`config.mk`:
```
export PLATFORM = sky130hd
export DESIGN_NAME = i2cint_unit
export DESIGN_NICKNAME = d
export VERILOG_FILES = /design/src/rtl/i2cint_pkg.sv /design/src/rtl/i2cint_order.sv /design/src/rtl/i2cint_status.sv /design/src/rtl/i2cint_mask.sv /design/src/rtl/i2cint_unit.sv
export SDC_FILE = /design/constraint.sdc
export NUM_CORES = 1
export LEC_CHECK = 0
export BUFFER_PORTS_ARGS = -buffer_cell sky130_fd_sc_hd__buf_2
export CAP_MARGIN = 15
export CORE_ASPECT_RATIO = 1.1
export CORE_MARGIN = 3
export CORE_UTILIZATION = 25
export DETAILED_ROUTE_END_ITERATION = 16
export PLACE_DENSITY = 0.49
export SYNTH_ARGS = -nofsm -noshare
export SYNTH_HDL_FRONTEND = slang
export SYNTH_SLANG_ARGS = --single-unit
```
`constraint.sdc`:
```
create_clock -name clk -period 1.3 [get_ports clk]
set_clock_uncertainty 0.05 [all_clocks]
set_input_delay 0 -clock clk [delete_from_list [all_inputs] [get_ports clk]]
set_output_delay 0 -clock clk [all_outputs]
set_load 0.05 [all_outputs]
```
`src/rtl/i2cint_pkg.sv`:
```
package i2cint_pkg;
  localparam int STAT_W_DEF = 10;
  localparam int BIT_TXEMPTY = 9;
  localparam int BIT_RXFULL  = 8;
  localparam int BIT_TXSTOP  = 7;
  localparam int BIT_RXSTOP  = 6;
  localparam int BIT_TXCNT   = 5;
  localparam int BIT_RXCNT   = 4;
  localparam int BIT_NOACK   = 2;
  localparam int BIT_ARBLOST = 1;

  function automatic logic [STAT_W_DEF-1:0] impl_mask();
    logic [STAT_W_DEF-1:0] m;
    m = '0;
    m[BIT_TXEMPTY] = 1'b1;
    m[BIT_RXFULL]  = 1'b1;
    m[BIT_TXSTOP]  = 1'b1;
    m[BIT_RXSTOP]  = 1'b1;
    m[BIT_TXCNT]   = 1'b1;
    m[BIT_RXCNT]   = 1'b1;
    m[BIT_NOACK]   = 1'b1;
    m[BIT_ARBLOST] = 1'b1;
    return m;
  endfunction
endpackage

```
`src/rtl/i2cint_order.sv`:
```
module i2cint_order #(
  parameter int STAT_W = i2cint_pkg::STAT_W_DEF
) (
  input  logic              clk,
  input  logic              rst,
  input  logic [STAT_W-1:0] evt_i,
  output logic [STAT_W-1:0] set_o
);
  localparam logic [STAT_W-1:0] IMPL = i2cint_pkg::impl_mask();
  localparam int RF = i2cint_pkg::BIT_RXFULL;
  localparam int RB = i2cint_pkg::BIT_RXCNT;

  logic [STAT_W-1:0] evt_m;
  logic              clash;
  logic              hold_q;

  assign evt_m = evt_i & IMPL;
  assign clash = evt_m[RF] & evt_m[RB];

  always_ff @(posedge clk) begin
    if (rst) hold_q <= 1'b0;
    else     hold_q <= clash;
  end

  always_comb begin
    set_o = evt_m;
    if (clash) set_o[RB] = 1'b0;
    if (hold_q) set_o[RB] = 1'b1;
  end
endmodule

```
`src/rtl/i2cint_status.sv`:
```
module i2cint_status #(
  parameter int STAT_W = i2cint_pkg::STAT_W_DEF
) (
  input  logic              clk,
  input  logic              rst,
  input  logic [STAT_W-1:0] set_i,
  input  logic [STAT_W-1:0] clr_i,
  output logic [STAT_W-1:0] stat_d,
  output logic [STAT_W-1:0] stat_q
);
  for (genvar k = 0; k < STAT_W; k++) begin : g_cell
    assign stat_d[k] = set_i[k] | (stat_q[k] & ~clr_i[k]);
    always_ff @(posedge clk) begin
      if (rst) stat_q[k] <= 1'b0;
      else     stat_q[k] <= stat_d[k];
    end
  end
endmodule

```
`src/rtl/i2cint_mask.sv`:
```
module i2cint_mask #(
  parameter int STAT_W = i2cint_pkg::STAT_W_DEF
) (
  input  logic              clk,
  input  logic              rst,
  input  logic              we_i,
  input  logic [STAT_W-1:0] data_i,
  output logic [STAT_W-1:0] en_d,
  output logic [STAT_W-1:0] en_q
);
  localparam logic [STAT_W-1:0] IMPL = i2cint_pkg::impl_mask();

  assign en_d = we_i ? (data_i & IMPL) : en_q;

  always_ff @(posedge clk) begin
    if (rst) en_q <= '0;
    else     en_q <= en_d;
  end
endmodule

```
`src/rtl/i2cint_unit.sv`:
```
module i2cint_unit #(
  parameter int STAT_W = i2cint_pkg::STAT_W_DEF
) (
  input  logic              clk,
  input  logic              rst,
  input  logic [STAT_W-1:0] evt_i,
  input  logic              wr_en_i,
  input  logic              wr_sel_i,
  input  logic [STAT_W-1:0] wr_data_i,
  output logic [STAT_W-1:0] status_o,
  output logic [STAT_W-1:0] enable_o,
  output logic              irq_o,
  output logic              stall_o
);
  logic [STAT_W-1:0] set_w;
  logic [STAT_W-1:0] clr_w;
  logic [STAT_W-1:0] stat_d;
  logic [STAT_W-1:0] en_d;
  logic              irq_q;
  logic              stall_q;

  assign clr_w = (wr_en_i && wr_sel_i) ? wr_data_i : '0;

  i2cint_order #(.STAT_W(STAT_W)) u_order (
    .clk   (clk),
    .rst   (rst),
    .evt_i (evt_i),
    .set_o (set_w)
  );

  i2cint_status #(.STAT_W(STAT_W)) u_status (
    .clk    (clk),
    .rst    (rst),
    .set_i  (set_w),
    .clr_i  (clr_w),
    .stat_d (stat_d),
    .stat_q (status_o)
  );

  i2cint_mask #(.STAT_W(STAT_W)) u_mask (
    .clk    (clk),
    .rst    (rst),
    .we_i   (wr_en_i && !wr_sel_i),
    .data_i (wr_data_i),
    .en_d   (en_d),
    .en_q   (enable_o)
  );

  always_ff @(posedge clk) begin
    if (rst) begin
      irq_q   <= 1'b0;
      stall_q <= 1'b0;
    end else begin
      irq_q   <= |(stat_d & en_d);
      stall_q <= |stat_d;
    end
  end

  assign irq_o   = irq_q;
  assign stall_o = stall_q;
endmodule

```
== After elaboration in Yosys (flattened, before gate mapping) ==
Index checks and enable logic that the tools add are counted.
Widths: inputs -> output; s select.

* Add/subtract/negate cells: 0
* Multipliers: 0
* Bitwise gates (word level): 30
* Eq/ne operators: 0
* Mux-type cells: 4
* Magnitude comparators: 0
* Shifts and indexed selects: 0
* Reductions and logical operators: 5
* Div/mod/pow operators: 0

{| class="wikitable"
|+ Operator list
! cell !! count
|-
| $mux 10 || 2
|-
| $reduce_or 10->1 || 2
|-
| $and 1x1->1 || 11
|-
| $and 10x10->10 || 1
|-
| $not 1->1 || 10
|-
| $or 1x1->1 || 8
|-
| $logic_and 1x1->1 || 2
|-
| $mux 1 || 2
|-
| $logic_not 1->1 || 1
|}

* Memory bits (writable): 0
* Output and inout port bits: 22
* Flip-flop bits (word level): 23
* Word-level logic and storage cells: 53
* Memories: 0
* Bits in latches: 0
* ROM bits: 0

== Longest topological paths before layout ==
Gate-level depths: netlist of the first run.

* Word-level depth: 7
* Gate-level depth with buffers: 6

== By module ==
A second synthesis of the first run with hierarchy kept.

* Cells, all modules: 122
* Area, all modules: 1228.7 um^2

{| class="wikitable"
|+ By module, submodules not included
! module !! area an instance (um^2) !! instances !! cells each !! seq. area each (um^2)
|-
| i2cint_status || 511.7 || 1 || 51 || 200.2
|-
| i2cint_mask || 406.6 || 1 || 31 || 200.2
|-
| i2cint_unit || 200.2 || 1 || 25 || 40.0
|-
| i2cint_order || 110.1 || 1 || 15 || 20.0
|}

== Worst setup path after synthesis of the first run ==
OpenSTA, ideal clock, no wires.

* Kind: register -> register
* Start: register u_status.stat_q[4]
* End: register stall_q, in the netlist stall_o
* Buffers on the path: 0
* Data required time: 1109 ps
* Data arrival time: 1242 ps
* Cell stages (with the launch flop): 4
* Slack: -133 ps
* Path through: dfxtp_1 a221o_1 a2111oi_2 a41oi_1

* Word-level cells in the longest chain between the ends: 3

{| class="wikitable"
|+ Ends and longest elaborated chain
! element !! line !! text
|-
| start, declared || i2cint_status.sv:9 || <nowiki>output logic [STAT_W-1:0] stat_q</nowiki>
|-
| start signal, assigned by index || i2cint_status.sv:15 || <nowiki>else stat_q[k] <= stat_d[k];</nowiki>
|-
| $and 1x1->1 || i2cint_status.sv:12 || <nowiki>assign stat_d[k] = set_i[k] | (stat_q[k] & ~clr_i[k]);</nowiki>
|-
| $or 1x1->1 || i2cint_status.sv:12 ||
|-
| $reduce_or 10->1 || i2cint_unit.sv:55 || <nowiki>stall_q <= |stat_d;</nowiki>
|-
| end signal, assigned || i2cint_unit.sv:55 ||
|-
| end, declared || i2cint_unit.sv:20 || <nowiki>logic stall_q;</nowiki>
|}

No other way between the ends.
A chain may end at the register's enable or synchronous reset.

== Worst setup path after layout of the first run ==
* Start: register u_mask.en_q[9]
* End: register irq_q, in the netlist irq_o

* Word-level cells in the longest chain between the ends: 3

{| class="wikitable"
|+ Ends and longest elaborated chain
! element !! line !! text
|-
| start, declared || i2cint_mask.sv:9 || <nowiki>output logic [STAT_W-1:0] en_q</nowiki>
|-
| start signal, assigned || i2cint_mask.sv:17 || <nowiki>else en_q <= en_d;</nowiki>
|-
| $mux 10 || i2cint_mask.sv:13 || <nowiki>assign en_d = we_i ? (data_i & IMPL) : en_q;</nowiki>
|-
| $and 10x10->10 || i2cint_unit.sv:54 || <nowiki>irq_q <= |(stat_d & en_d);</nowiki>
|-
| $reduce_or 10->1 || i2cint_unit.sv:54 ||
|-
| end signal, assigned || i2cint_unit.sv:54 ||
|-
| end, declared || i2cint_unit.sv:19 || <nowiki>logic irq_q;</nowiki>
|}

No other way between the ends.

==> flow_summary.json, run 1 <==
{
  "setup-violations-final": 0,
  "cp-end-kind": "register",
  "finalWorstSetupSlack_ns": 0.00988,
  "wl_per_cell_um": 14.4,
  "p_leak_nw": 0.784,
  "clk_latency_ns": 0.27,
  "design_area_um2": 1740,
  "core_area_um2": 4140,
  "yosysWarnings": 0,
  "placement.io_buffers": 43,
  "post_synth_num_cell_types": 34,
  "fmax_mhz": 775,
  "drc": 0,
  "grt_setup_unrepaired": "true",
  "wl_um": 3660,
  "die_height_um": 76.4,
  "multi_input_area_um2": 616,
  "period_needed_ns": 1.29,
  "cts_tree": "done",
  "area_growth_pct": 54.4,
  "cpMaxStageDelayCell": "dfxtp_2",
  "clkTransAtPathRegs_ns": 0.09,
  "relSlewSlack_pct": 73.8,
  "fin_nets": 226,
  "start_util_pct": 27.1,
  "arrival_ns": 1.38,
  "holdWs_ns": 0.0275,
  "power_density_nw_per_um2": 981,
  "grt_pass1_wl_um": 5950,
  "drive_gt1_share_pct": 41.8,
  "avgViaCountPerCell": 4.77,
  "dpl_cell_area_um2": 1490,
  "ir_worst_vdd_v": 0.000322,
  "boundaryPins": 46,
  "synth_area_um2": 1120,
  "cp_data_required_time_ns": 1.39,
  "dpl.hpwl_um": 2720,
  "first_iter_violations": 68,
  "grt-ovfl-total": 0,
  "routabilityCongestion": 0.825,
  "synthesis.nets": 154,
  "synth-seq-cells": 23,
  "path_cells": "and2b_1 > a211oi_1 > a2bb2oi_1 > a41oi_1",
  "avgSynthCellArea_um2": 8.65,
  "netlist.area_leader.share_pct": 40.9,
  "grt_pass1_vias": 1248,
  "finalHoldViolCount": 0,
  "regArea_um2": 479,
  "min_period_over_period_pct": 99.2,
  "critPathMaxFanout": 4,
  "crit_type": "reg -> reg",
  "die_area_um2": 5340,
  "drv_cap": 0,
  "rows": 24,
  "total_power_mw": 1.70,
  "postRouteAntennaNets": 0,
  "tightestPinTransition_ns": 0.393,
  "num-fill-cells": 434,
  "cts_buffers": 3,
  "start_kind": "register",
  "synth_top_area_cell": "dfxtp_1",
  "htree_levels": 1,
  "die_w_um": 70.0,
  "status": "completed",
  "pre_cts_ws_ns": -0.177,
  "num_vias": 1207,
  "synth_area_leaders": "dfxtp_1 41%, a21oi_1 6.2%, nand2_1 5.3%",
  "drv_slew": 0,
  "syn_inst": 130,
  "most-common-layout-cells": "43 x buf_2, 16 x nand2_1, 16 x dlygate4sd3_1, 15 x buf_4, 14 x a21oi_1",
  "grt_start_max_net_pins": 19,
  "hold_path_depth": 3,
  "rr_worst_depth": 4,
  "layout_commonest_cell": "buf_2",
  "root_buffer": "clkbuf_8",
  "yosysSeqAreaShare_pct": 40.9,
  "slowest_delay_ns": 0.34,
  "antenna_found_initial": 0,
  "cts.sinks": 23,
  "hold_class": "in -> reg",
  "antennaDiodeCount": 0,
  "dr.pass1.iters": 4,
  "grt_util_all_layers_pct": 13.7,
  "cts_buffer_depth": 2
}
registers in the layout, summed over array words and instances (netlist names):
signal	flops
irq_o	1
stall_o	1
u_mask.en_q	10
u_order.hold_q	1
u_status.stat_q	10
repair_timing:
action / 4_1_cts / 5_1_grt
hold buffers: 16 / 0
pin swaps: 5 / 1
endpoints found under the hold margin: 15 / 0
setup endpoints to repair: 1 / 2
setup buffers: 1 / 0
resized for setup: 1 / 3
synthesized netlist by cell type:
library cell,instances
mux2_2,1
and3b_1,1
nor3b_1,2
a21boi_1,1
a222oi_1,2
nor2b_1,4
a2111oi_2,2
nand3_1,4
buf_2,1
a21o_1,3
buf_4,3
o21ba_2,1
clkbuf_1,2
o21ai_0,4
and2_1,4
o22ai_1,6
nand2b_1,2
buf_6,2
and2b_1,3
dfxtp_1,23
a2bb2oi_1,1
nor2_1,7
nand2_1,16
a21oi_1,14
a211oi_1,4
mux2_4,1
or2b_1,1
a41oi_1,2
inv_1,6
nand3b_1,2
a2111oi_1,1
o22a_1,2
a221o_1,1
nand4b_1,1
power breakdown:
group	total, mW	switching [mW]	internal, mW	leakage [nW]
Combinational	0.472	0.281	0.191	0.564
Clock	0.460	0.246	0.214	0.0255
Sequential	0.771	0.0271	0.744	0.194
Total	1.70	0.554	1.15	0.784
layout make-up:
cell class / count / area share [%]
Tap cell: 52 / 3.75
Inverter: 6 / 1.30
Sequential cell: 23 / 27.6
Clock inverter: 1 / 0.288
Clock buffer: 3 / 2.38
Multi-Input combinational cell: 93 / 35.4
Timing Repair Buffer: 75 / 29.3
kinds of logic (layout without fill, tap and decap cells):
group | after synthesis | in the layout | synth area share, %
DFF | 23 | 23 | 40.9
and+or+nand+nor | 47 | 47 | 21.9
muxes | 2 | 2 | 2.34
AOI/OAI and AO/OA | 44 | 44 | 27.7
buffers and inverters | 14 | 85 | 7.12
layer usage:
layer | vias up | global-route usage, % | part of all wire, %
met5 | - | 0 | 0
met4 | 0 | 5.36 | 1.6
met1 | 560 | 16.2 | 44
li1 | 610 | - | -
met3 | 4 | 1.45 | 4.2
met2 | 33 | 24.9 | 51
stage by stage:
step	std cells	setup TNS [ns]	utilization [%]
CTS	253	0	41.3
detailed placement	232	-0.177	36.0
floorplan	130	0	-
global placement	232	-0.174	36.0
finish	253	0	41.9
global route	253	-0.108	41.9
worst max-delay path: cells and delay by family (launching register included):
family / cells / cell delay, ns
AO/OA/AOI/OAI: 3 / 0.64
flip-flops: 1 / 0.34
AND/OR/NAND/NOR: 1 / 0.15
worst paths after layout:
kind / to / start / slack (ns)
setup / recovery: irq_o$_SDFF_PP0_ / u_mask.en_q[9]$_SDFF_PP0_ / 0.01
hold / removal: stall_o$_SDFF_PP0_ / evt_i[5] / 0.03
setup reg to reg: irq_o$_SDFF_PP0_ / u_mask.en_q[9]$_SDFF_PP0_ / 0.01
hold reg to reg: u_mask.en_q[8]$_SDFF_PP0_ / u_mask.en_q[8]$_SDFF_PP0_ / 0.43
(Power assumes the default switching activity.)
==> run 2: changes to the inputs <==
Settings changed: PLACE_DENSITY 0.49 to 0.48, SYNTH_HIERARCHICAL set to 1.
==> flow_summary.json, run 2 <==
{
  "grt-ovfl-total": 0,
  "root_buffer": "clkbuf_8",
  "clkTransAtPathRegs_ns": 0.09,
  "first_iter_violations": 11,
  "core_area_um2": 4680,
  "placement.io_buffers": 43,
  "rr_worst_depth": 4,
  "critPathTopFamily": "compound AO/OA/AOI/OAI gates",
  "fmax_mhz": 796,
  "synth-edff-count": 0,
  "die_area_um2": 5790,
  "synth-seq-cells": 23,
  "critPathMaxFanout": 2,
  "min_period_over_period_pct": 96.6,
  "num_vias": 972,
  "die_height_um": 79.5,
  "yosysMostFrequentCell": "dfxtp_1",
  "most-common-layout-cells": "43 x buf_2, 16 x dfxtp_1, 12 x nor2b_1",
  "syn_inst": 122,
  "grt_start_max_net_pins": 24,
  "hold_class": "in -> reg",
  "num-fill-cells": 522,
  "wl_um": 2970,
  "rows": 26,
  "cpMaxStageDelayCell": "dfxtp_2",
  "reg2reg_slack_ns": 0.04,
  "relSlewSlack_pct": 63.7,
  "grt_pass1_wl_um": 5030,
  "crit_path_start": "u_mask/en_q[4]$_SDFF_PP0_",
  "p_leak_nw": 0.823,
  "yosysWarnings": 6,
  "start_util_pct": 26.2,
  "drc": 0,
  "drv_slew": 0,
  "cp_num_buf_inv": 0,
  "die_w_um": 72.8,
  "netlist.area_leader.share_pct": 37.5,
  "drive_gt1_share_pct": 55.4,
  "dpl.hpwl_um": 2310,
  "synth_area_leaders": "dfxtp_1 37%, nand2b_4 11%, mux2_4 9.8%",
  "clk_latency_ns": 0.26,
  "r2r_start": "u_mask/en_q[4]$_SDFF_PP0_",
  "dpl_cell_area_um2": 1520,
  "grt_pass1_vias": 1115,
  "final.setup.tns_ns": 0,
  "async_reset_ff_share_pct": 0,
  "regArea_um2": 469,
  "avgViaCountPerCell": 4.21,
  "crit_type": "reg -> reg",
  "htree_levels": 1,
  "avgSynthCellArea_um2": 10.1,
  "instances_no_fill": 231,
  "post_synth_num_cell_types": 19,
  "fin_nets": 200,
  "design_area_um2": 1680,
  "synth_flop_cell": "dfxtp_1",
  "crit_end": "irq_o$_SDFF_PP0_",
  "start_kind": "register",
  "grt_util_all_layers_pct": 10.8,
  "slowest_delay_ns": 0.33,
  "tightestPinTransition_ns": 0.545,
  "cp-end-kind": "register",
  "antennaDiodeCount": 0,
  "period_needed_ns": 1.26,
  "cts_buffers": 3,
  "arrival_ns": 1.33,
  "synth_top_area_cell": "dfxtp_1",
  "antenna_found_initial": 0,
  "postRouteAntennaNets": 0,
  "cts.sinks": 23,
  "total_power_mw": 1.72,
  "routabilityCongestion": 0.700,
  "finalHoldViolCount": 0,
  "reg.largest.list": "u_mask/en_q x10, u_status/stat_q x10",
  "cts_buffer_depth": 2,
  "layout_commonest_cell": "buf_2",
  "yosysSeqAreaShare_pct": 37.5,
  "status": "completed",
  "synth_area_um2": 1230,
  "drv_cap": 0,
  "area_growth_pct": 36.4,
  "dr.pass1.iters": 4,
  "grt_setup_unrepaired": "true",
  "power_density_nw_per_um2": 1030,
  "cts_tree": "done",
  "boundaryPins": 46,
  "cp_data_required_time_ns": 1.38,
  "hp-start": "wr_data_i[7]",
  "wl_per_cell_um": 12.9,
  "synth_commonest_cells": "23 x dfxtp_1, 13 x nor2b_1, 11 x inv_1, 11 x nand2_1",
  "ir_worst_vdd_v": 0.000502,
  "multi_input_area_um2": 652,
  "reg2reg_to": "irq_o$_SDFF_PP0_",
  "setup-violations-final": 0,
  "path_cells": "mux2_4 > a22o_1 > a221oi_2 > a31oi_1",
  "path_depth": 4,
  "place_inst": 217
}
-- run 2: cell types whose count changed after synthesis, sizes merged, moves of 6 or more --
cell,delta
and3,+10
nor2b,+9
nand2b,+8
o22ai,-6
mux2,+6
-- run 2: worst register-to-register path, delay by kind of cell (launching register included) --
kind               cells  cell delay, ns
AOI/OAI and AO/OA      3            0.47
muxes                  1            0.27
DFF                    1            0.33
-- run 2: area by class of cell --
| cell class | count | share of cell area (%) |
|---|---|---|
| Multi-Input combinational cell | 76 | 38.9 |
| Tap cell | 56 | 4.18 |
| Sequential cell | 23 | 28.0 |
| Inverter | 11 | 2.46 |
| Clock buffer | 4 | 2.69 |
| Timing Repair Buffer | 61 | 23.7 |
-- run 2: worst min path at each step --
stage                                endpoint  slack [ns]  cells after the start
finish              u_mask/en_q[7]$_SDFF_PP0_        0.05                      3
global route        u_mask/en_q[5]$_SDFF_PP0_        0.06                      3
CTS                 u_mask/en_q[8]$_SDFF_PP0_        0.05                      3
detailed placement  u_order/hold_q$_SDFF_PP0_        0.19                      3
global placement    u_order/hold_q$_SDFF_PP0_        0.18                      3
floorplan           u_mask/en_q[4]$_SDFF_PP0_        0.01                      1
-- run 2: power breakdown --
part	internal [mW]	total (mW)	switching, mW
registers	0.749	0.779	0.0303
logic	0.205	0.495	0.289
clock network	0.219	0.448	0.230
-- run 2: what timing repair did --
action	CTS	global route
pin swaps	0	2
endpoints found under the setup margin	1	2
gates resized for setup	1	4
endpoints found under the hold margin	8	0
hold buffers	9	0
setup buffers	0	1
-- run 2: through the flow --
step	utilization, %	hold slack, ns	setup slack, ns
after CTS	35.3	0.0517	0.00387
after floorplan	-	0.0142	-0.00268
final	35.8	0.0523	0.0436
after global routing	35.8	0.0594	-0.00860
after detailed placement	32.5	0.187	-0.0600
after global placement	32.5	0.181	-0.0357
-- run 2: per-layer routing --
metal  part of all wire, %  GRT usage, %
met1                    46          13.7
met4                  0.20          2.21
met2                    49          18.7
met5                     0             0
met3                   4.8          2.39
-- run 2: kinds of logic after synthesis --
| kind of cell | synth area share, % |
|---|---|
| AOI/OAI and AO/OA | 13.2 |
| DFF | 37.5 |
| buffers and inverters | 11.3 |
| and+or+nand+nor | 27.9 |
| muxes | 9.78 |
| other | 0.305 |
